--- src/rtl/hrc_pkg.sv ---
package hrc_pkg;

    typedef enum logic [2:0] {
        ST_IDLE    = 3'd0,
        ST_PULSE   = 3'd1,
        ST_AWAIT   = 3'd2,
        ST_SWRESET = 3'd3,
        ST_MANUAL  = 3'd4,
        ST_RECV    = 3'd5
    } hrc_state_e;

    function automatic logic awaits_host(hrc_state_e s);
        return (s == ST_AWAIT) || (s == ST_SWRESET);
    endfunction

    function automatic int max3(int a, int b, int c);
        int m;
        m = (a > b) ? a : b;
        return (m > c) ? m : c;
    endfunction

endpackage

--- src/rtl/hrc_timer.sv ---
module hrc_timer #(
    parameter int W = 8
) (
    input  logic         clk,
    input  logic         rst,
    input  logic         restart,
    input  logic [W-1:0] limit,
    output logic [W-1:0] count,
    output logic         expired
);
    always_ff @(posedge clk) begin
        if (rst || restart)
            count <= '0;
        else if (count != {W{1'b1}})
            count <= count + 1'b1;
    end

    assign expired = (count == limit - 1'b1);


    restart_clears_chk: assert property (@(posedge clk) disable iff (rst)
        restart |=> (count == '0));
endmodule

--- src/rtl/hrc_blink.sv ---
module hrc_blink #(
    parameter int DIV   = 25_000_000,
    parameter int LED_N = 4
) (
    input  logic             clk,
    input  logic             rst,
    input  logic             en,
    output logic [LED_N-1:0] leds
);
    localparam int CW = $clog2(DIV + 1);

    logic [CW-1:0] pre;
    logic          phase;

    always_ff @(posedge clk) begin
        if (rst || !en) begin
            pre   <= '0;
            phase <= 1'b1;
        end else if (pre == CW'(DIV - 1)) begin
            pre   <= '0;
            phase <= ~phase;
        end else begin
            pre <= pre + 1'b1;
        end
    end

    assign leds = (en && phase) ? {LED_N{1'b1}} : '0;


    dark_when_off_chk: assert property (@(posedge clk) disable iff (rst)
        !en |-> (leds == '0));
endmodule

--- src/rtl/hrc_ctrl.sv ---
module hrc_ctrl
    import hrc_pkg::*;
#(
    parameter int PULSE_CYC  = 1000,
    parameter int HS_TIMEOUT = 200_000_000,
    parameter int RX_TIMEOUT = 10_000_000,
    parameter int BLINK_DIV  = 25_000_000,
    parameter int LED_N      = 4
) (
    input  logic             clk,
    input  logic             rst,
    input  logic             clear_btn,
    input  logic             cable_fitted,
    input  logic             run_req,
    input  logic             host_done,
    input  logic             rx_byte,
    input  logic             rx_last,
    output logic             host_rst_n,
    output logic [2:0]       state_code,
    output logic [LED_N-1:0] leds,
    output logic             go
);
    localparam int TW = $clog2(max3(PULSE_CYC, HS_TIMEOUT, RX_TIMEOUT) + 1);

    hrc_state_e    st, nxt;
    logic          cable_q;
    logic          restart, expired;
    logic [TW-1:0] limit, count;

    always_ff @(posedge clk) begin
        if (rst)
            cable_q <= cable_fitted;
    end

    always_comb begin
        case (st)
            ST_PULSE: limit = TW'(PULSE_CYC);
            ST_RECV:  limit = TW'(RX_TIMEOUT);
            default:  limit = TW'(HS_TIMEOUT);
        endcase
    end

    always_comb begin
        nxt = st;
        if (clear_btn) begin
            nxt = ST_IDLE;
        end else begin
            case (st)
                ST_IDLE:    if (run_req) nxt = cable_q ? ST_PULSE : ST_SWRESET;
                ST_PULSE:   if (expired) nxt = ST_AWAIT;
                ST_AWAIT,
                ST_SWRESET: if (host_done) nxt = ST_RECV;
                            else if (expired) nxt = ST_MANUAL;
                ST_MANUAL:  if (host_done) nxt = ST_RECV;
                ST_RECV:    if (rx_last) nxt = ST_IDLE;
                            else if (!rx_byte && expired) nxt = ST_IDLE;
                default:    nxt = ST_IDLE;
            endcase
        end
    end

    assign restart = (nxt != st) || (st == ST_RECV && rx_byte);

    always_ff @(posedge clk) begin
        if (rst) begin
            st <= ST_IDLE;
            go <= 1'b0;
        end else begin
            st <= nxt;
            go <= (st == ST_RECV) && rx_last && !clear_btn;
        end
    end

    hrc_timer #(.W(TW)) u_timer (
        .clk(clk), .rst(rst), .restart(restart), .limit(limit),
        .count(count), .expired(expired)
    );

    hrc_blink #(.DIV(BLINK_DIV), .LED_N(LED_N)) u_blink (
        .clk(clk), .rst(rst), .en(st == ST_MANUAL), .leds(leds)
    );

    assign host_rst_n = (st != ST_PULSE);
    assign state_code = st;


    pulse_cause_chk: assert property (@(posedge clk) disable iff (rst)
        $fell(host_rst_n) |-> ($past(run_req) && cable_q));

    pulse_len_chk: assert property (@(posedge clk) disable iff (rst)
        $rose(host_rst_n) && !$past(clear_btn) |-> ($past(count) == TW'(PULSE_CYC - 1)));

    clear_idle_chk: assert property (@(posedge clk) disable iff (rst)
        clear_btn |=> (st == ST_IDLE && host_rst_n));

    busy_ignore_chk: assert property (@(posedge clk) disable iff (rst)
        (st == ST_RECV && !rx_last && !rx_byte && !expired && !clear_btn) |=> (st == ST_RECV));

    go_source_chk: assert property (@(posedge clk) disable iff (rst)
        go |-> ($past(st) == ST_RECV && st == ST_IDLE));

    leds_manual_chk: assert property (@(posedge clk) disable iff (rst)
        (leds != '0) |-> (st == ST_MANUAL));

    sw_path_chk: assert property (@(posedge clk) disable iff (rst)
        awaits_host(st) |-> host_rst_n);
endmodule

--- config.mk ---
export PLATFORM = sky130hd
export DESIGN_NAME = hrc_ctrl
export DESIGN_NICKNAME = d
export VERILOG_FILES = /design/src/rtl/hrc_pkg.sv /design/src/rtl/hrc_timer.sv /design/src/rtl/hrc_blink.sv /design/src/rtl/hrc_ctrl.sv
export SDC_FILE = /design/constraint.sdc
export NUM_CORES = 1
export LEC_CHECK = 0
export BUFFER_PORTS_ARGS = -buffer_cell sky130_fd_sc_hd__buf_2
export CORE_MARGIN = 10
export CORE_UTILIZATION = 46
export CTS_BUF_LIST = sky130_fd_sc_hd__clkbuf_8
export DETAILED_ROUTE_END_ITERATION = 6
export MAX_ROUTING_LAYER = met4
export PLACE_DENSITY_LB_ADDON = 0.3
export RECOVER_POWER = 50
export SETUP_SLACK_MARGIN = 0.5
export SLEW_MARGIN = 20
export SYNTH_ARGS = -nofsm -noshare
export SYNTH_HDL_FRONTEND = slang
export SYNTH_HIERARCHICAL = 1
export SYNTH_SLANG_ARGS = --single-unit
--- constraint.sdc ---
create_clock -name clk -period 5.23 [get_ports clk]
set_input_delay 0.2615 -clock clk [delete_from_list [all_inputs] [get_ports clk]]
set_output_delay 0.2615 -clock clk [all_outputs]
set_load 0.01 [all_outputs]
==> flow_summary.json <==
{
  "status": "complete, no violations",
  "ctsHoldBuffers": 0,
  "pin_count": 17,
  "tightest_slew_ns": 1.05,
  "gr-total-overflow": 0,
  "clk_latency_ns": 0.34,
  "fmax_ghz": 0.219,
  "crit_path_start": "state_code[0]",
  "yosys-top-cells-count": "nor2_1 (69), dfxtp_1 (58), xnor2_1 (44), nand2_1 (31), xor2_1 (23)",
  "fp.dieW_um": 113,
  "synth_cell_types": 70,
  "drc": 0,
  "ant_nets": 0,
  "worstSetupEndpoint": "u_timer/count[1]",
  "min_period_ns": 4.57,
  "min_period_over_period_pct": 87.4,
  "avgViaCountPerCell": 5.51,
  "io_buffers": 16,
  "ir_worst_vdd_v": 0.000106,
  "vias": 3658,
  "first_global_vias": 3352,
  "yosys_register_bits": 59,
  "critPathArrivalTime_ns": 4.78,
  "worst_setup_path_start_kind": "register",
  "synth.top_cell.area_share_pct": 28.9,
  "async_flop_share_pct": 0,
  "track_usage_pct": 14.0,
  "start_util_pct": 46.8,
  "synth_edf_count": 1,
  "max_slew_margin_pct": 29.9,
  "cap_viol_max_count": 0,
  "p_total_uw": 941,
  "rrSetupSlack_ns": 0.66,
  "grt_pass1_wl_um": 15200,
  "cts_tree": "yes",
  "end_kind": "register",
  "synth_top_area_cell": "dfxtp_1",
  "drt_pass1_iterations": 5,
  "drt_iter0_drc": 174,
  "clk_pin_slew_ns": 0.09,
  "reg2regPathDepth": 16,
  "netlist_instances": 503,
  "crit_type": "reg2reg",
  "finalSetupViolCount": 0,
  "fin_nets": 562,
  "cts_sinks": 59,
  "rows": 34,
  "final-hold-violation-count": 0,
  "root_buffer": "clkbuf_8",
  "diodes": 0,
  "syn_area_per_cell_um2": 7.99,
  "fin_tns_setup_ns": 0,
  "rsz0062_at_grt": "no",
  "synth_top_flop_cell": "dfxtp_1",
  "drive_gt1_share_pct": 10.1,
  "leakagePower_nw": 1.43,
  "skew_ns": 0.0233,
  "synth_area_leaders": "dfxtp_1 (29%), xnor2_1 (9.6%), nor2_1 (6.4%)",
  "p_per_area_nw_per_um2": 209,
  "seq_area_frac_synth_pct": 29.6,
  "wl_um": 8990,
  "crit_fanout": 14,
  "yosysWarnings": 6,
  "gp_congestion": 0.903,
  "die_y_um": 113,
  "final_max_slew_viol_count": 0,
  "r2r-start": "state_code[0]",
  "core-area_um2": 8590,
  "crit_required_ns": 5.44,
  "synth.most_common_cell": "nor2_1",
  "routedWlPerCell_um": 13.5,
  "htreeDepth": 3,
  "dp_hpwl_um": 6440,
  "die_area_um2": 12900,
  "synthToLayoutAreaGrowth_pct": 11.8,
  "synth.cell_area_um2": 4020,
  "grt_max_degree": 29,
  "hp-class": "in2reg",
  "antenna_found_initial": 0,
  "r2r-end": "u_timer/count[1]",
  "ctsLongestPathBuffers": 2,
  "cts_buffers": 9,
  "final.hold.worst_slack_ns": 0.0858
}
## worst max-delay path: stages (launching register included)
cell and delay, ns:
dfxtp_1 0.41, and2b_1 0.25, clkbuf_1 0.23, and2_1 0.23, or4_4 0.57, nor3_4 0.18
nand4b_1 0.14, a2111oi_2 0.38, o2111ai_1 0.15, or4_1 0.58, nor4_4 0.35, a211o_1 0.20
a31oi_1 0.08, o211ai_1 0.23, buf_4 0.17, or2_4 0.22, nor2_1 0.07
## report_power, final
| part | switching (mW) | internal, mW |
|---|---|---|
| logic | 0.0629 | 0.0379 |
| registers | 0.00451 | 0.454 |
| clock network | 0.204 | 0.178 |
## cells in the final DEF, fill, tap and decap left out, types with 16 or more instances in the layout
cell type / n
a21oi_1: 18
conb_1: 34
dfxtp_1: 58
inv_1: 18
nand2_1: 31
nand3_1: 16
nor2_1: 69
nor3_1: 18
o21ai_0: 18
xnor2_1: 44
xor2_1: 23
## through the flow
step / instances / setup WS [ns] / instance area, um2 / util [%]
6_report: 664 / 0.660 / 4490 / 52.3
3_5_place_dp: 646 / 0.649 / 4320 / 50.2
4_1_cts: 662 / 0.603 / 4500 / 52.3
3_3_place_gp: 646 / 0.717 / 4320 / 50.2
2_1_floorplan: 535 / 0.608 / 4160 / -
5_1_grt: 664 / 0.333 / 4490 / 52.3
## final cells by class
class	instances	area [um2]
inverters	20	78.8
repair buffers	27	143
clock inverters	7	56.3
well taps	108	135
fillers	843	4100
flip-flops and latches	59	1190
multi-input cells	434	2770
clock buffers	9	124
## worst min path at each step
stage                            start      end  slack [ns]  cells after the start
after global placement    cable_fitted  cable_q        0.44                      1
after detailed placement  cable_fitted  cable_q        0.44                      1
after floorplan           cable_fitted  cable_q        0.36                      0
final                     cable_fitted  cable_q        0.09                      1
after global routing      cable_fitted  cable_q        0.08                      1
after CTS                 cable_fitted  cable_q        0.08                      1
## metal layers
| layer | global-route usage, % | up-vias | share of wire [%] |
|---|---|---|---|
| li1 | - | 1867 | - |
| met1 | 16.5 | 1689 | 44 |
| met2 | 23.4 | 90 | 49 |
| met3 | 2.73 | 12 | 4.5 |
| met4 | 4.57 | 0 | 1.7 |
| met5 | - | - | 0 |
## logic make-up (layout without fill, tap and decap cells)
logic type,after synthesis,after routing,synth area share [%]
AO/OA/AOI/OAI,78,78,12.6
flip-flops,59,59,29.6
multiplexers,6,6,1.53
AND/OR/NAND/NOR,245,246,35.3
other,2,34,0.187
XOR/XNOR,67,67,14.6
adder cells (fa/ha/maj),3,3,0.934
buffers and inverters,43,63,5.17
## state kept, by name (all words and copies together), names as in the netlist
name	flops
u_blink/pre	25
u_blink/phase	1
state_code	3
go	1
cable_q	1
u_timer/count	28
## timing repair
action	CTS	global route
buffers inserted	0	1
resized for setup	0	2
endpoints found under the setup margin	0	28
No activity file was read; power rests on OpenSTA's default activity.
